===== src/rtl/bp_mux_pkg.sv =====
package bp_mux_pkg;

    typedef enum logic [2:0] {
        ST_HUNT   = 3'd0,
        ST_LINK0  = 3'd1,
        ST_LINK1  = 3'd2,
        ST_FILL   = 3'd3,
        ST_CFGERR = 3'd4
    } seq_state_t;

    localparam logic [1:0] MAP_RAW = 2'b00;

    localparam int LINKS        = 2;
    localparam int POS_PER_SLOT = 4;

endpackage


===== src/rtl/link_hold.sv =====
module link_hold #(
    parameter int TS_W   = 5,
    parameter int BYTE_W = 8,
    parameter int SIG_W  = 4
) (
    input  logic              clk,
    input  logic              rst_n,
    input  logic              clr,
    input  logic              wr,
    input  logic [TS_W-1:0]   wr_ts,
    input  logic [BYTE_W-1:0] wr_data,
    input  logic [SIG_W-1:0]  wr_sig,
    input  logic              rd,
    output logic              valid,
    output logic [TS_W-1:0]   ts,
    output logic [BYTE_W-1:0] data,
    output logic [SIG_W-1:0]  sig
);

    always_ff @(posedge clk) begin
        if (!rst_n) begin
            valid <= 1'b0;
            ts    <= '0;
            data  <= '1;
            sig   <= '1;
        end else if (clr) begin
            valid <= 1'b0;
        end else if (wr) begin
            valid <= 1'b1;
            ts    <= wr_ts;
            data  <= wr_data;
            sig   <= wr_sig;
        end else if (rd) begin
            valid <= 1'b0;
        end
    end

endmodule


===== src/rtl/frame_seq.sv =====
module frame_seq
    import bp_mux_pkg::*;
#(
    parameter int FRAME_POS = 128,
    parameter int BYTE_W    = 8,
    localparam int POS_W    = $clog2(FRAME_POS),
    localparam int BIT_W    = $clog2(BYTE_W)
) (
    input  logic             clk,
    input  logic             rst_n,
    input  logic             fp,
    input  logic             legal,
    output logic             load,
    output logic [POS_W-1:0] load_pos,
    output logic             force_idle,
    output seq_state_t       state,
    output logic [BIT_W-1:0] bit_cnt
);

    localparam logic [BIT_W-1:0] LAST_BIT = BIT_W'(BYTE_W - 1);
    localparam logic [POS_W-1:0] LAST_POS = POS_W'(FRAME_POS - 1);

    seq_state_t       state_q, state_d;
    logic [POS_W-1:0] pos_q;
    logic [BIT_W-1:0] bit_q;
    logic             running;

    always_comb begin
        running = (state_q == ST_LINK0) || (state_q == ST_LINK1) ||
                  (state_q == ST_FILL);
    end

    // output process
    always_comb begin
        load       = 1'b0;
        load_pos   = '0;
        force_idle = 1'b1;
        unique case (state_q)
            ST_HUNT, ST_CFGERR: begin
                load       = legal && fp;
                load_pos   = '0;
                force_idle = !load;
            end
            ST_LINK0, ST_LINK1, ST_FILL: begin
                load = legal && (fp || (bit_q == LAST_BIT));
                if (fp || (pos_q == LAST_POS)) begin
                    load_pos = '0;
                end else begin
                    load_pos = pos_q + POS_W'(1);
                end
                force_idle = !legal;
            end
            default: begin
                load       = 1'b0;
                force_idle = 1'b1;
            end
        endcase
    end

    // next-state process
    always_comb begin
        state_d = state_q;
        if (!legal) begin
            state_d = ST_CFGERR;
        end else if (load) begin
            unique case (load_pos[1:0])
                2'd0:    state_d = ST_LINK0;
                2'd1:    state_d = ST_LINK1;
                default: state_d = ST_FILL;
            endcase
        end else begin
            unique case (state_q)
                ST_HUNT:   state_d = ST_HUNT;
                ST_CFGERR: state_d = ST_HUNT;
                ST_LINK0:  state_d = ST_LINK0;
                ST_LINK1:  state_d = ST_LINK1;
                ST_FILL:   state_d = ST_FILL;
                default:   state_d = ST_HUNT;
            endcase
        end
    end

    // state register
    always_ff @(posedge clk) begin
        if (!rst_n) begin
            state_q <= ST_HUNT;
        end else begin
            state_q <= state_d;
        end
    end

    always_ff @(posedge clk) begin
        if (!rst_n) begin
            pos_q <= '0;
            bit_q <= '0;
        end else if (load) begin
            pos_q <= load_pos;
            bit_q <= '0;
        end else if (running && legal) begin
            bit_q <= bit_q + BIT_W'(1);
        end
    end

    assign state   = state_q;
    assign bit_cnt = bit_q;

endmodule


===== src/rtl/byte_shifter.sv =====
module byte_shifter #(
    parameter int BYTE_W = 8
) (
    input  logic              clk,
    input  logic              rst_n,
    input  logic              load,
    input  logic              force_idle,
    input  logic [BYTE_W-1:0] d_in,
    input  logic [BYTE_W-1:0] s_in,
    output logic              sdata,
    output logic              ssig
);

    logic [BYTE_W-1:0] dsh_q, ssh_q;

    always_ff @(posedge clk) begin
        if (!rst_n || force_idle) begin
            dsh_q <= '1;
            ssh_q <= '1;
        end else if (load) begin
            dsh_q <= d_in;
            ssh_q <= s_in;
        end else begin
            dsh_q <= {dsh_q[BYTE_W-2:0], 1'b1};
            ssh_q <= {ssh_q[BYTE_W-2:0], 1'b1};
        end
    end

    assign sdata = dsh_q[BYTE_W-1];
    assign ssig  = ssh_q[BYTE_W-1];

endmodule


===== src/rtl/bp_byte_mux.sv =====
module bp_byte_mux
    import bp_mux_pkg::*;
#(
    parameter int SLOTS  = 32,
    parameter int BYTE_W = 8,
    parameter int SIG_W  = 4,
    localparam int TS_W      = $clog2(SLOTS),
    localparam int FRAME_POS = SLOTS * POS_PER_SLOT,
    localparam int POS_W     = $clog2(FRAME_POS),
    localparam int BIT_W     = $clog2(BYTE_W)
) (
    input  logic              bp_clk,
    input  logic              rst_n,
    input  logic              fp,
    input  logic [1:0]        map_sel,
    input  logic              l0_wr,
    input  logic [TS_W-1:0]   l0_ts,
    input  logic [BYTE_W-1:0] l0_data,
    input  logic [SIG_W-1:0]  l0_sig,
    input  logic              l1_wr,
    input  logic [TS_W-1:0]   l1_ts,
    input  logic [BYTE_W-1:0] l1_data,
    input  logic [SIG_W-1:0]  l1_sig,
    output logic              sdata,
    output logic              ssig,
    output logic              cfg_err
);

    logic                 legal;
    logic                 load;
    logic [POS_W-1:0]     load_pos;
    logic                 force_idle;
    seq_state_t           cur_st;
    logic [BIT_W-1:0]     bit_cnt;

    logic [LINKS-1:0]     wr_v;
    logic [TS_W-1:0]      wr_ts   [LINKS];
    logic [BYTE_W-1:0]    wr_data [LINKS];
    logic [SIG_W-1:0]     wr_sig  [LINKS];

    logic [LINKS-1:0]     hv;
    logic [TS_W-1:0]      hts     [LINKS];
    logic [BYTE_W-1:0]    hd      [LINKS];
    logic [SIG_W-1:0]     hs      [LINKS];
    logic [LINKS-1:0]     rd_v;
    logic [LINKS-1:0]     hit;

    logic [BYTE_W-1:0]    src_d, src_s;
    logic [TS_W-1:0]      slot;
    logic [1:0]           lane;

    assign legal = (map_sel != MAP_RAW);

    always_ff @(posedge bp_clk) begin
        if (!rst_n) begin
            cfg_err <= 1'b0;
        end else begin
            cfg_err <= !legal;
        end
    end

    assign wr_v       = {l1_wr, l0_wr};
    assign wr_ts[0]   = l0_ts;
    assign wr_ts[1]   = l1_ts;
    assign wr_data[0] = l0_data;
    assign wr_data[1] = l1_data;
    assign wr_sig[0]  = l0_sig;
    assign wr_sig[1]  = l1_sig;

    frame_seq #(
        .FRAME_POS (FRAME_POS),
        .BYTE_W    (BYTE_W)
    ) i_seq (
        .clk        (bp_clk),
        .rst_n      (rst_n),
        .fp         (fp),
        .legal      (legal),
        .load       (load),
        .load_pos   (load_pos),
        .force_idle (force_idle),
        .state      (cur_st),
        .bit_cnt    (bit_cnt)
    );

    assign slot = load_pos[POS_W-1:2];
    assign lane = load_pos[1:0];

    for (genvar i = 0; i < LINKS; i++) begin : g_link
        assign rd_v[i] = load && (lane == 2'(i));
        assign hit[i]  = rd_v[i] && hv[i] && (hts[i] == slot);

        link_hold #(
            .TS_W   (TS_W),
            .BYTE_W (BYTE_W),
            .SIG_W  (SIG_W)
        ) i_hold (
            .clk     (bp_clk),
            .rst_n   (rst_n),
            .clr     (!legal),
            .wr      (wr_v[i]),
            .wr_ts   (wr_ts[i]),
            .wr_data (wr_data[i]),
            .wr_sig  (wr_sig[i]),
            .rd      (rd_v[i]),
            .valid   (hv[i]),
            .ts      (hts[i]),
            .data    (hd[i]),
            .sig     (hs[i])
        );
    end

    always_comb begin
        src_d = '1;
        src_s = '1;
        for (int i = 0; i < LINKS; i++) begin
            if (hit[i]) begin
                src_d = hd[i];
                src_s = {{(BYTE_W - SIG_W){1'b1}}, hs[i]};
            end
        end
    end

    byte_shifter #(
        .BYTE_W (BYTE_W)
    ) i_shift (
        .clk        (bp_clk),
        .rst_n      (rst_n),
        .load       (load),
        .force_idle (force_idle),
        .d_in       (src_d),
        .s_in       (src_s),
        .sdata      (sdata),
        .ssig       (ssig)
    );

endmodule


===== config.mk =====
export PLATFORM = sky130hd
export DESIGN_NAME = bp_byte_mux
export DESIGN_NICKNAME = d
export VERILOG_FILES = /design/src/rtl/bp_mux_pkg.sv /design/src/rtl/link_hold.sv /design/src/rtl/frame_seq.sv /design/src/rtl/byte_shifter.sv /design/src/rtl/bp_byte_mux.sv
export SDC_FILE = /design/constraint.sdc
export NUM_CORES = 1
export LEC_CHECK = 0
export CAP_MARGIN = 20
export CORE_UTILIZATION = 45
export CTS_CLUSTER_SIZE = 40
export DETAILED_ROUTE_END_ITERATION = 7
export DONT_BUFFER_PORTS = 1
export REMOVE_ABC_BUFFERS = 1
export SLEW_MARGIN = 10
export SYNTH_ARGS = -nofsm -noshare
export SYNTH_HDL_FRONTEND = slang
export SYNTH_SLANG_ARGS = --single-unit

===== constraint.sdc =====
create_clock -name bp_clk -period 4.9 [get_ports bp_clk]
set_input_delay 0 -clock bp_clk [delete_from_list [all_inputs] [get_ports bp_clk]]
set_output_delay 0 -clock bp_clk [all_outputs]
set_load 0.02 [all_outputs]

# ---- Yosys cells after proc, flatten, opt, wreduce, memory -nomap -nowiden
# Cells that the tools add are included.
dict set report totals {
  ram_bits 0
  romBits 0
  word_cells 77
  latchBits 0
  n_memories 0
  regBits 66
  inputBits 41
  out_inout_bits 3
}
dict set report classes {
  n_shift 0
  div 0
  magnitude_cmp 0
  multipliers 0
  n_addsub 2
  reduce_logical 29
  bitwise 2
  muxes 18
  n_eq_ne 9
}
# op count
set ops {}
lappend ops {{two-way mux 8 bit} 5}
lappend ops {{two-way mux 7 bit} 2}
lappend ops {{== test 5 bit} 2}
lappend ops {{logical AND 1 bit} 9}
lappend ops {{adder 7 x 1 -> 7 bit, second input constant} 1}
lappend ops {{== test 7 bit, second input constant} 1}
lappend ops {{== test 3 x 2 -> 1 bit, second input constant} 2}
lappend ops {{== test 3 bit, second input constant} 2}
lappend ops {{two-way mux 3 bit} 2}
lappend ops {{one-hot mux 2 bit (3 select lines)} 1}
lappend ops {{AND reduction 2 bit} 3}
lappend ops {{nonzero test 2 bit} 3}
lappend ops {{OR reduction 2 bit} 3}
lappend ops {{logical OR 1 bit} 5}
lappend ops {{two-way mux 1 bit} 4}
lappend ops {{two-way mux 4 bit} 1}
lappend ops {{one-hot mux 1 bit (2 select lines)} 2}
lappend ops {{one-hot mux 2 bit (2 select lines)} 1}
lappend ops {{adder 3 x 1 -> 3 bit, second input constant} 1}
lappend ops {{== test 3 x 1 -> 1 bit, second input constant} 1}
lappend ops {{zero test 1 bit} 3}
lappend ops {{zero test 3 bit} 1}
lappend ops {{OR reduction 3 bit} 1}
lappend ops {{== test 2 x 1 -> 1 bit, second input constant} 1}
lappend ops {{other kinds (2)} 3}

# ---- Longest topological paths before layout
# Gate-level depths: netlist (run 1).
dict set report logic_depth {
  depth_word 11
  depth_mapped 9
  ltp_nobuf 8
}

# ---- Modules after synthesis
# A second synthesis (run 1) with hierarchy kept.
dict set report unflattened {
  cells_unflattened 341
  area_unflattened_um2 3174.3
}
# module cells_per_inst seq_area_each_um2 area_each_um2 instances
set modules_own_cells {}
lappend modules_own_cells {link_hold 79 360.3 745.7 2}
lappend modules_own_cells {frame_seq 93 260.2 777.0 1}
lappend modules_own_cells {byte_shifter 51 320.3 578.1 1}
lappend modules_own_cells {bp_byte_mux 39 20.0 327.8 1}

# ---- Worst setup path after synthesis (run 1)
# No wires, ideal clock.
dict set report synth_timing {
  path_type {register -> register}
  start {register i_seq.pos_q[0]}
  end {register i_shift.ssh_q[1]}
  path_stages_with_launch 10
  path_buffers 2
  setup_time_ns 0.131
  t_required_ns 4.769
  period_less_slack_ns 2.252
  setup_slack_ns 2.648
  t_arrival_ns 2.121
  cell_sequence {dfxtp_1 > ha_1 > buf_4 > and3_1 > and2_4 > o31a_1 > a211o_1 > buf_6 > a2111oi_2 > o31ai_1}
}
dict set report synth_between {
  elab_chain_cells 11
  word_cells_on_any_way 18
  classes_between {add/sub: 1; eq/ne: 4; mux: 5; reduce/logical: 8}
}
# item line
set synth_rtl {}
lappend synth_rtl {{start: declaration} frame_seq.sv:24} ;# logic [POS_W-1:0] pos_q;
lappend synth_rtl {{start signal: assignment} frame_seq.sv:97} ;# pos_q <= load_pos;
lappend synth_rtl {{branches (longest 2 deep; another with adder 7 x 1 -> 7 bit)} n/a}
lappend synth_rtl {{two-way mux 7 bit *} frame_seq.sv:46} ;# if (fp || (pos_q == LAST_POS)) begin
lappend synth_rtl {{two-way mux 7 bit *} frame_seq.sv:38} ;# unique case (state_q)
lappend synth_rtl {{zero test 2 bit} bp_byte_mux.sv:89} ;# assign rd_v[i] = load && (lane == 2'(i));
lappend synth_rtl {{logical AND 1 bit} bp_byte_mux.sv:89}
lappend synth_rtl {{logical AND 1 bit (2 in series)} bp_byte_mux.sv:90} ;# assign hit[i] = rd_v[i] && hv[i] && (hts[i] == slot);
lappend synth_rtl {{two-way mux 4 bit} bp_byte_mux.sv:116} ;# if (hit[i]) begin
lappend synth_rtl {{two-way mux 8 bit *} bp_byte_mux.sv:116}
lappend synth_rtl {{two-way mux 8 bit *} byte_shifter.sv:20} ;# end else if (load) begin
lappend synth_rtl {{end signal: assignment} byte_shifter.sv:22} ;# ssh_q <= s_in;
lappend synth_rtl {{end signal: assignment} byte_shifter.sv:25} ;# ssh_q <= {ssh_q[BYTE_W-2:0], 1'b1};
lappend synth_rtl {{end: declaration} byte_shifter.sv:14} ;# logic [BYTE_W-1:0] dsh_q, ssh_q;
# Every way passes the cells marked *.
# A chain may end at the register's enable or synchronous reset.

# ---- Final worst setup path (run 1)
dict set report layout_timing {
  start {register i_seq.pos_q[0]}
  end {register i_shift.ssh_q[3]}
}
# The elaborated chain is that of the path after synthesis.

==> summary.txt, run 1 <==
Status
  – Status: complete, no violations

Layout
  – Core Util, Final: 0.5548
  – Layout Nets: 463
  – Diodes inserted: 0
  – Layout cells sized above 1: 0.09456
  – P&R area growth vs syn: 19.60%

Clock tree
  – H-tree levels: 3
  – CTS tree: built
  – Clock-pin slew on the worst setup and hold paths: 80 ps
  – CTS root buf: clkbuf_8
  – Clock insertion delay at the later pin of the skew report: roughly 350 ps
  – Clk buf depth: 2
  – CTS Sinks: 65
  – Total CTS buffers: 9

Synthesis
  – Post-Synthesis Cells: 386
  – Cell Area, Synth: 3134 sq um
  – Syn_area_per_cell: between 8 and 9 sq um
  – #FFs+latches synth: between 60 and 70
  – Ys flop type: dfxtp_1
  – Share of synthesized registers carrying an async set or reset: 0
  – Netlist cell types: 53
  – Yosys warns: 0
  – Sequential fraction of the synthesis area: 0.4152
  – Post-synth EDFFs: 0

Run
  – Number of max-cap violations: 0

Placement
  – GPL Wtd Cong: 0.8993
  – Port bufs: 0
  – HPWL Detailed: around 5.3 mm

Power
  – Power Total: ~0.0012 W
  – Worst VDD drop: 0.1577 mV
  – Leak Pwr: about 1.4 nW
  – PwrDens: around 310 nW/um^2

Floorplanning
  – Top-Level Pins: 44
  – Initial Util: 0.4639
  – Die height: about 85 um
  – Core Box Area: 6756 sq um
  – Die ar.: around 7300 sq um
  – Die span in x: 85.46 um
  – Site row count: 30

Critical path
  – Setup crit end kind: flop
  – Worst Path Required: 5120 ps
  – Critical Path, Cell by Cell: ha_1 > nand3_1 > or3_1 > a21oi_1 > a22oi_1 > clkbuf_4 > a2111oi_0 > o31ai_1
  – Setup crit start kind: flop
  – Reg2Reg Depth: 8
  – Setup CP Type: flop to flop
  – Max incr delay on CP: ~450 ps
  – Slowest CP cell: dfxtp_1
  – CP Max Fanout: 11
  – Critical Path AT: 2940 ps

Drt
  – Pre-Repair DR Iteration Count: 4
  – Number of vias per cell: 5.706
  – Residual DRC: 0
  – Antenna-violating nets left: 0
  – Routed WL per cell: ~16 um
  – DRT iter0 DRCs: between 100 and 150
  – Vias post-DR: 2,870
  – Routed WL: 7.970 mm

STA
  – Slew HR: 0.3734
  – RSZ-0062 raised after global routing: false
  – Worst Skew: 11.56 ps
  – Setup_tns: 0 ps
  – Worst slew pin tran: 936.8 ps
  – Pins Over Slew Limit: 0
  – Fmax: 367.3 MHz
  – Final hold vios: 0
  – Min Tclk post-route: 2722 ps
  – Final Cycle Share: 0.5556
  – Final Setup Violations: 0
  – Hold WS: about 22 ps

Global routing
  – Largest net degree at the start of global routing: 27
  – Initial antenna violation count: 0
  – Vias in the first global route: 2,607
  – First-pass GRT wire length: 12.92 mm
  – Total global-route track usage: 0.2295
  – Remaining global-route overflow: 0

Worst hold path
  – HP Class: primary input to flop
  – Hold depth: 2
==> metal layers <==
layer  up-vias  wire length [um]  global-route usage
met5         -                 0                   0
met4         0                55             0.05909
met3         5               431             0.04961
met2        80              3782              0.3702
met1      1350              3700              0.3127
li1       1435                 -                   -
==> layout make-up <==
type | count | area (sq um)
fill | 641 | 3008
tap | 80 | 100.1
clock inverter | 5 | 56.30
clock buffer | 10 | 137.6
multi-input combinational | 291 | 1685
sequential | 65 | 1301
timing repair buffer | 46 | 445.4
inverter | 6 | 22.52
==> layout by cell type, fill, tap and decap left out, drive strengths merged, types with 4 or more instances in the layout <==
master and count:
a2111oi 10, a211o 5, a21oi 25, buf 5, clkbuf 11, dfxtp 65, dlygate4sd3 40, inv 6
nand2 83, nand3 30, nor2 30, nor3 16, nor4 8, o21ai 13, or2 4, or3 13
xnor2 5, xor2 4
==> power by group <==
| part | internal [W] | switching, W |
|---|---|---|
| logic | 0.0000550 | 0.0000717 |
| clock network | 0.000245 | 0.000211 |
| registers | 0.000552 | 0.0000164 |
==> sequential cells by signal (all words and copies together), names as in the netlist, 3 cells and up <==
signal,flops
g_link.i_hold.data,16
g_link.i_hold.sig,8
g_link.i_hold.ts,10
i_seq.bit_cnt,3
i_seq.pos_q,7
i_shift.dsh_q,8
i_shift.ssh_q,8
==> final timing paths <==
kind	startpoint	end	slack (ps)
max	i_seq.pos_q[0]	i_shift.ssh_q[3]	2180
max reg2reg	i_seq.pos_q[0]	i_shift.ssh_q[3]	2180
min	map_sel[0]	g_link[1].i_hold.valid	20
min reg2reg	i_shift.ssh_q[3]	i_shift.ssh_q[4]	420
==> timing repair <==
action / 4_1_cts / 5_1_grt
endpoints found under the setup margin: 0 / 0
resized for setup: 0 / 0
endpoints found under the hold margin: 43 / 0
hold buffers: 40 / 0
buffers inserted: 0 / 0
==> cell usage after synthesis (2+ instances only) <==
library cell / count / area share
nand2_1: 83 / 0.099
dfxtp_1: 65 / 0.42
nand3_1: 30 / 0.048
nor2_1: 30 / 0.036
a21oi_1: 25 / 0.040
nor3_1: 16 / 0.026
clkbuf_1: 14 / 0.017
or3_1: 13 / 0.026
o21ai_0: 10 / 0.016
nor4_1: 8 / 0.016
a2111oi_2: 7 / 0.034
inv_1: 6 / 0.0072
a211o_1: 5 / 0.014
xnor2_1: 5 / 0.014
buf_2: 4 / 0.0064
buf_4: 4 / 0.0096
or2_2: 4 / 0.0080
xor2_1: 4 / 0.011
ha_1: 3 / 0.012
o21ai_1: 3 / 0.0048
o31ai_1: 3 / 0.0072
a2111oi_1: 2 / 0.0064
a2bb2oi_1: 2 / 0.0056
a31oi_1: 2 / 0.0040
and3_1: 2 / 0.0040
and4_1: 2 / 0.0056
buf_6: 2 / 0.0072
mux2_2: 2 / 0.0072
nand4b_1: 2 / 0.0056
nand4bb_1: 2 / 0.0072
nor2b_1: 2 / 0.0040
o211ai_1: 2 / 0.0048
xnor3_1: 2 / 0.014
==> logic make-up after synthesis <==
group	Yosys count	share of synthesized area
xor gates and xnor gates	11	0.03952
DFF	65	0.4152
buffers and inverters	30	0.04711
adders and majority gates	3	0.01198
and+or+nand+nor	201	0.3034
AOI/OAI and AO/OA	74	0.1757
muxes	2	0.007185
==> through the flow <==
step	area, sq um	worst slack [ps]	cells
final	3749	2178	503
after global routing	3749	1909	503
after CTS	3741	1793	502
after detailed placement	3147	1799	447
after global placement	3147	1908	447
after floorplan	3009	2330	362
==> critical path: cells and delay by family, from the launching register on <==
kind / cells / cell delay [ps]
compound gates: 4 / 830
buf+inv: 1 / 250
fa+ha+maj: 1 / 410
simple gates: 2 / 660
flops: 1 / 450
Power figures use the tool's default switching activity.
==> run 2, diff against run 1 <==
==> constraint.sdc (replaced) <==
create_clock -name bp_clk -period 2.4 [get_ports bp_clk]
set_input_delay 0 -clock bp_clk [delete_from_list [all_inputs] [get_ports bp_clk]]
set_output_delay 0 -clock bp_clk [all_outputs]
set_load 0.02 [all_outputs]
==> summary.txt, run 2 (synthesized netlist as in run 1, its figures left out) <==
Status
  – Status: complete, no violations (unchanged)

STA
  – Fmax: 434.1 MHz (was 367.3 MHz)
  – Worst Skew: 9.712 ps (was 11.56 ps)
  – Final Cycle Share: 0.9598 (was 0.5556)
  – Final Setup Violations: 0 (unchanged)
  – Final hold vios: 0 (unchanged)
  – Worst slew pin tran: 812.7 ps (was 936.8 ps)
  – RSZ-0062 raised after global routing: true (was false)
  – Setup_tns: 0 ps (unchanged)
  – Pins Over Slew Limit: 0 (unchanged)
  – Min Tclk post-route: 2303 ps (was 2722 ps)
  – Slew HR: 0.4582 (was 0.3734)

Floorplanning
  – Die ar.: 7303 sq um (unchanged)
  – Site row count: 30 (unchanged)
  – Core Box Area: 6756 sq um (unchanged)
  – Initial Util: 0.4639 (unchanged)
  – Die span in x: 85.46 um (unchanged)
  – Top-Level Pins: 44 (unchanged)
  – Die height: 85.46 um (unchanged)

Drt
  – Pre-Repair DR Iteration Count: 4 (unchanged)
  – Residual DRC: 0 (unchanged)
  – Vias post-DR: 2,911 (was 2,870)
  – Number of vias per cell: 5.566 (was 5.706)
  – Routed WL per cell: 15.60 um (was 15.84 um)
  – DRT iter0 DRCs: 119 (was 146)
  – Antenna-violating nets left: 0 (unchanged)
  – Routed WL: 8.160 mm (was 7.970 mm)

Global routing
  – Remaining global-route overflow: 0 (unchanged)
  – Total global-route track usage: 0.2331 (was 0.2295)
  – Largest net degree at the start of global routing: 26 (was 27)
  – First-pass GRT wire length: 12.99 mm (was 12.92 mm)
  – Initial antenna violation count: 0 (unchanged)
  – Vias in the first global route: 2,706 (was 2,607)

Power
  – P_int: 0.001870 W (was 0.0008520 W)
  – Switching Share: 0.2495 (was 0.2596)
  – Worst VDD drop: 0.4406 mV (was 0.1577 mV)
  – Clk pwr share: 0.422 (was 0.396)
  – Sequential share of power: 0.465 (was 0.494)
  – Leak Pwr: 1.482 nW (was 1.374 nW)
  – Switching power: 0.0006215 W (was 0.0002987 W)
  – PwrDens: 626.1 nW/um^2 (was 307.0 nW/um^2)
  – Logic pwr share: 0.113 (was 0.110)

Run
  – Number of max-cap violations: 0 (unchanged)

Clock tree
  – Post-CTS setup buffers: 0 (unchanged)
  – CTS tree: built (unchanged)
  – Total CTS buffers: 9 (unchanged)
  – Clock insertion delay at the later pin of the skew report: 350 ps (about the same)
  – H-tree levels: 3 (unchanged)
  – Clk buf depth: 2 (unchanged)
  – CTS root buf: clkbuf_8 (unchanged)
  – Clock-pin slew on the worst setup and hold paths: 70 ps (was 80 ps)
  – CTS Sinks: 65 (unchanged)

Worst hold path
  – HP Class: primary input to flop (unchanged)

Layout
  – Top reg by flops: g_link.i_hold.data (unchanged)
  – Core Util, Final: 0.5889 (was 0.5548)
  – Max FFs per register: 16 (unchanged)
  – Top flop regs: g_link.i_hold.data x16, g_link.i_hold.ts x10 (unchanged)
  – Leading cell type in the layout, fill and taps excluded: nand2_1 (unchanged)
  – Finished Cell Area: 3979 sq um (was 3749 sq um)
  – Diodes inserted: 0 (unchanged)
  – P&R area growth vs syn: 26.95% (was 19.60%)
  – Most frequent cells in the layout: 83 x nand2_1, 63 x dfxtp_1, 39 x dlygate4sd3_1, 30 x nor2_1, 30 x nand3_1 (was 83 x nand2_1, 65 x dfxtp_1, 40 x dlygate4sd3_1, 30 x nor2_1, 30 x nand3_1)
  – Layout cells sized above 1: 0.1580 (was 0.09456)
  – Layout Nets: 482 (was 463)
  – Layout Cells excl Fill: 523 (was 503)
  – Filler cell count in the final layout: 634 (was 641)

Critical path
  – CP Max Fanout: 9 (was 11)
  – R2R setup slack: 100 ps (was 2180 ps)
  – Setup CP Type: flop to flop (unchanged)
  – Worst Path Required: 2630 ps (was 5120 ps)
  – Setup crit end kind: flop (unchanged)
  – Critical Path AT: 2530 ps (was 2940 ps)
  – Setup crit start kind: flop (unchanged)

Placement
  – Port bufs: 0 (unchanged)
  – HPWL Detailed: 5.423 mm (was 5.272 mm)
  – DP Area: 3297 sq um (was 3147 sq um)
  – Placed Cells: 467 (was 447)
  – GPL Wtd Cong: 0.8682 (was 0.8993)
## run 2: cell count changes in the layout (fill, tap and decap cells not counted), sizes merged
cell and delta:
buf +20, bufinv +1, clkbuf -1, clkinv -1, dlygate4sd3 -1, dlymetal6s4s +1
inv +1
## run 2: final timing paths
check / startpoint / to / cells past startpoint
max: i_seq.pos_q[0] / i_shift.dsh_q[4] / 8
min: map_sel[0] / i_seq.state[1] / 2
max reg2reg: i_seq.pos_q[0] / i_shift.dsh_q[4] / 8
min reg2reg: i_shift.ssh_q[4] / i_shift.ssh_q[5] / 1
## run 2: cell type report
cell class,instances,area [sq um],area share
clock buffers,10,137.6,0.03459
multi-input cells,291,1734,0.4358
clock inverters,6,90.09,0.02264
flip-flops and latches,65,1304,0.3277
well taps,80,100.1,0.02516
inverters,6,22.52,0.005660
repair buffers,65,590.6,0.1484
## run 2: power by group through the flow
stage | sequential (W) | combinational [W] | clock [W]
floorplan | 0.00117 | 0.000146 | 0
global placement | 0.00118 | 0.000208 | 0
detailed placement | 0.00118 | 0.000212 | 0
CTS | 0.00116 | 0.000273 | 0.00107
global route | 0.00116 | 0.000308 | 0.00111
finish | 0.00116 | 0.000281 | 0.00105
## run 2: layer usage
layer	global-route usage	vias to the layer above	part of all wire
met5	0	-	0
li1	-	1466	-
met2	0.3724	59	0.46
met4	0.1030	0	0.0096
met3	0.04183	6	0.045
met1	0.3088	1380	0.48
## run 2: repair_timing
action,in CTS,in global routing
endpoints found under the setup margin,8,16
endpoints found under the hold margin,44,0
resized for setup,2,12
pin swaps,0,1
hold buffers,40,0
## run 2: critical path, cell delays in order (launching register included)
cell	delay [ps]
dfxtp_1	340
ha_2	240
nand3_1	170
or3_4	440
a21oi_1	170
a22oi_2	220
buf_4	220
a2111oi_2	300
nor3_1	70
## run 2: per-stage QoR
| step | hold WS, ps | power, W | setup slack, ps |
|---|---|---|---|
| after floorplan | 71.08 | 0.001320 | -170.0 |
| after global placement | 73.59 | 0.001390 | -10.40 |
| after detailed placement | 75.20 | 0.001395 | -101.6 |
| after CTS | 5.440 | 0.002502 | 3.159 |
| after global routing | 62.42 | 0.002585 | -11.93 |
| final | 31.97 | 0.002491 | 96.57 |
==> run 3, diff against run 2 <==
--- a/config.mk
+++ b/config.mk
@@ -6,6 +6,7 @@
 export NUM_CORES = 1
 export LEC_CHECK = 0
 export CAP_MARGIN = 20
+export CORE_ASPECT_RATIO = 0.5
 export CORE_UTILIZATION = 45
 export CTS_CLUSTER_SIZE = 40
 export DETAILED_ROUTE_END_ITERATION = 7
==> summary.txt, run 3 (synthesized netlist as in run 1, its figures left out) <==
Power
  – Switching Share: 0.2435 (was 0.2495)
  – Leak Pwr: 1.512 nW (was 1.482 nW)
  – Logic pwr share: 0.100 (was 0.113)
  – P_int: 0.002087 W (was 0.001870 W)
  – Switching power: 0.0006717 W (was 0.0006215 W)
  – PwrDens: 681.4 nW/um^2 (was 626.1 nW/um^2)
  – Sequential share of power: 0.421 (was 0.465)
  – Worst VDD drop: 0.4479 mV (was 0.4406 mV)
  – Clk pwr share: 0.479 (was 0.422)

Worst hold path
  – HP Class: primary input to flop (unchanged)
  – Hold_sp: rst_n (was map_sel[0])

Layout
  – P&R area growth vs syn: 29.18% (was 26.95%)
  – Layout Cells excl Fill: 533 (was 523)
  – Max FFs per register: 16 (unchanged)
  – Core Util, Final: 0.6043 (was 0.5889)
  – Layout Nets: 480 (was 482)
  – Leading cell type in the layout, fill and taps excluded: nand2_1 (unchanged)
  – Top flop regs: g_link.i_hold.data x16, g_link.i_hold.ts x10 (unchanged)
  – Layout cells sized above 1: 0.1519 (was 0.1580)
  – Top reg by flops: g_link.i_hold.data (unchanged)
  – Filler cell count in the final layout: 603 (was 634)
  – Diodes inserted: 0 (unchanged)
  – Most frequent cells in the layout: 83 x nand2_1, 63 x dfxtp_1, 39 x dlygate4sd3_1, 30 x nor2_1, 30 x nand3_1 (unchanged)

STA
  – Final hold vios: 0 (unchanged)
  – Hold WS: 28.30 ps (was 31.97 ps)
  – Slew HR: 0.4135 (was 0.4582)
  – Worst Skew: 6.385 ps (was 9.712 ps)
  – Min Tclk post-route: 2292 ps (was 2303 ps)
  – Slack of the critical path: 107.7 ps (was 96.57 ps)
  – Final Setup Violations: 0 (unchanged)
  – Fmax: 436.3 MHz (was 434.1 MHz)
  – Pins Over Slew Limit: 0 (unchanged)
  – Final Cycle Share: 0.9551 (was 0.9598)
  – Worst slew pin tran: 876.9 ps (was 812.7 ps)
  – RSZ-0062 raised after global routing: false (was true)

Floorplanning
  – Die span in x: 120.0 um (was 85.46 um)
  – Top-Level Pins: 44 (unchanged)
  – Core Box Area: 6700 sq um (was 6756 sq um)
  – Die ar.: 7323 sq um (was 7303 sq um)
  – Die height: 61.02 um (was 85.46 um)
  – Initial Util: 0.4678 (was 0.4639)
  – Site row count: 21 (was 30)

Placement
  – Placed Cells: 476 (was 467)
  – HPWL Detailed: 5.639 mm (was 5.423 mm)
  – GPL Wtd Cong: 0.8938 (was 0.8682)
  – Port bufs: 0 (unchanged)
  – Place WS: -25.21 ps (was -101.6 ps)

Critical path
  – CP Max Fanout: 8 (was 9)
  – Critical Path AT: 2500 ps (was 2530 ps)
  – Setup CP Type: flop to flop (unchanged)
  – Slowest CP cell: a211o_4 (was or3_4)
  – Setup crit start kind: flop (unchanged)
  – Max incr delay on CP: 400 ps (was 440 ps)
  – Worst R2R Start: i_seq.pos_q[0] (unchanged)
  – Critical Path, Cell by Cell: ha_4 > and3_1 > nand2_1 > a311o_1 > a211o_4 > buf_4 > a2111oi_2 > o31ai_1 (was ha_2 > nand3_1 > or3_4 > a21oi_1 > a22oi_2 > buf_4 > a2111oi_2 > nor3_1)
  – Worst Path Required: 2600 ps (was 2630 ps)
  – Setup crit end kind: flop (unchanged)
  – Crit path launch: i_seq.pos_q[0] (unchanged)

Clock tree
  – Total CTS buffers: 9 (unchanged)
  – Clock-pin slew on the worst setup and hold paths: 60 ps (was 70 ps)
  – CTS Sinks: 65 (unchanged)
  – CTS root buf: clkbuf_16 (was clkbuf_8)
  – Clock insertion delay at the later pin of the skew report: 330 ps (was 350 ps)
  – CTS tree: built (unchanged)
  – H-tree levels: 3 (unchanged)
  – Clk buf depth: 2 (unchanged)

Drt
  – Number of vias per cell: 5.478 (was 5.566)
  – Met1 WL: 3.899 mm (was 3.923 mm)
  – Met3 WL: 392 um (was 367 um)
  – Vias post-DR: 2,920 (was 2,911)
  – Routed WL: 8.351 mm (was 8.160 mm)
  – Pre-Repair DR Iteration Count: 6 (was 4)
  – Met2 WL: 3.934 mm (was 3.789 mm)
  – Antenna-violating nets left: 0 (unchanged)
  – DR top layer: met4 (unchanged)
  – Residual DRC: 1 (was 0)
  – DRT iter0 DRCs: 227 (was 119)
  – Routed WL per cell: 15.67 um (was 15.60 um)

Global routing
  – Initial antenna violation count: 0 (unchanged)
  – First-pass GRT wire length: 13.38 mm (was 12.99 mm)
  – Remaining global-route overflow: 0 (unchanged)
  – Total global-route track usage: 0.2445 (was 0.2331)
  – Largest net degree at the start of global routing: 26 (unchanged)
  – Vias in the first global route: 2,820 (was 2,706)

Run
  – Number of max-cap violations: 0 (unchanged)

Status
  – Status: complete, but fails checks (was complete, no violations)
  – Failing checks: design-rule violations
==> run 3: changes by cell type in the layout (fill, tap and decap cells not counted), sizes merged <==
cell	before	now
buf	25	24
bufinv	2	1
clkinvlp	1	0
dlymetal6s4s	1	0
clkinv	2	4
==> run 3: power groups by stage <==
| stage | Clock, W | Combinational (W) | Sequential (W) |
|---|---|---|---|
| after global routing | 0.00139 | 0.000308 | 0.00117 |
| after global placement | 0 | 0.000203 | 0.00118 |
| after CTS | 0.00134 | 0.000268 | 0.00116 |
| after floorplan | 0 | 0.000146 | 0.00117 |
| final | 0.00132 | 0.000276 | 0.00116 |
| after detailed placement | 0 | 0.000210 | 0.00119 |
==> run 3: through the flow <==
step	area (sq um)	total power (W)	setup TNS, ps
floorplan	3009	0.001320	-444.1
global placement	3289	0.001386	0
detailed placement	3289	0.001395	-61.84
CTS	3993	0.002770	0
global route	4049	0.002863	0
finish	4049	0.002759	0
==> run 3: area by class of cell <==
class / count / area (sq um) / area share
clock buffers: 10 / 239.0 / 0.05902
clock inverters: 6 / 66.31 / 0.01638
inverters: 6 / 22.52 / 0.005562
multi-input cells: 291 / 1732 / 0.4277
flip-flops and latches: 65 / 1304 / 0.3220
well taps: 92 / 115.1 / 0.02843
repair buffers: 63 / 570.5 / 0.1409
==> run 3: worst paths after layout <==
check,end,slack [ps],cells after the start
setup reg to reg,i_shift.ssh_q[1],110,8
hold / removal,g_link[1].i_hold.valid,30,2
hold reg to reg,i_shift.ssh_q[6],410,1
setup / recovery,i_shift.ssh_q[1],110,8
==> run 3: metal layers <==
layer  vias up  track usage
met5         -            0
met4         0       0.1286
met3        12      0.05741
met2        80       0.4163
met1      1357       0.3001
li1       1471            -
==> run 3: critical path, delay by kind of cell (launching register included) <==
family / cells / cell delay [ps]
AO/OA/AOI/OAI: 4 / 1090
flip-flops: 1 / 380
AND/OR/NAND/NOR: 2 / 300
adder cells (fa/ha/maj): 1 / 200
buffers and inverters: 1 / 190
==> run 3: timing repair <==
item,4_1_cts,5_1_grt
hold buffers,39,0
endpoints found under the setup margin,8,9
setup buffers,0,2
pin swaps,0,1
gates resized for setup,2,10
endpoints found under the hold margin,40,0
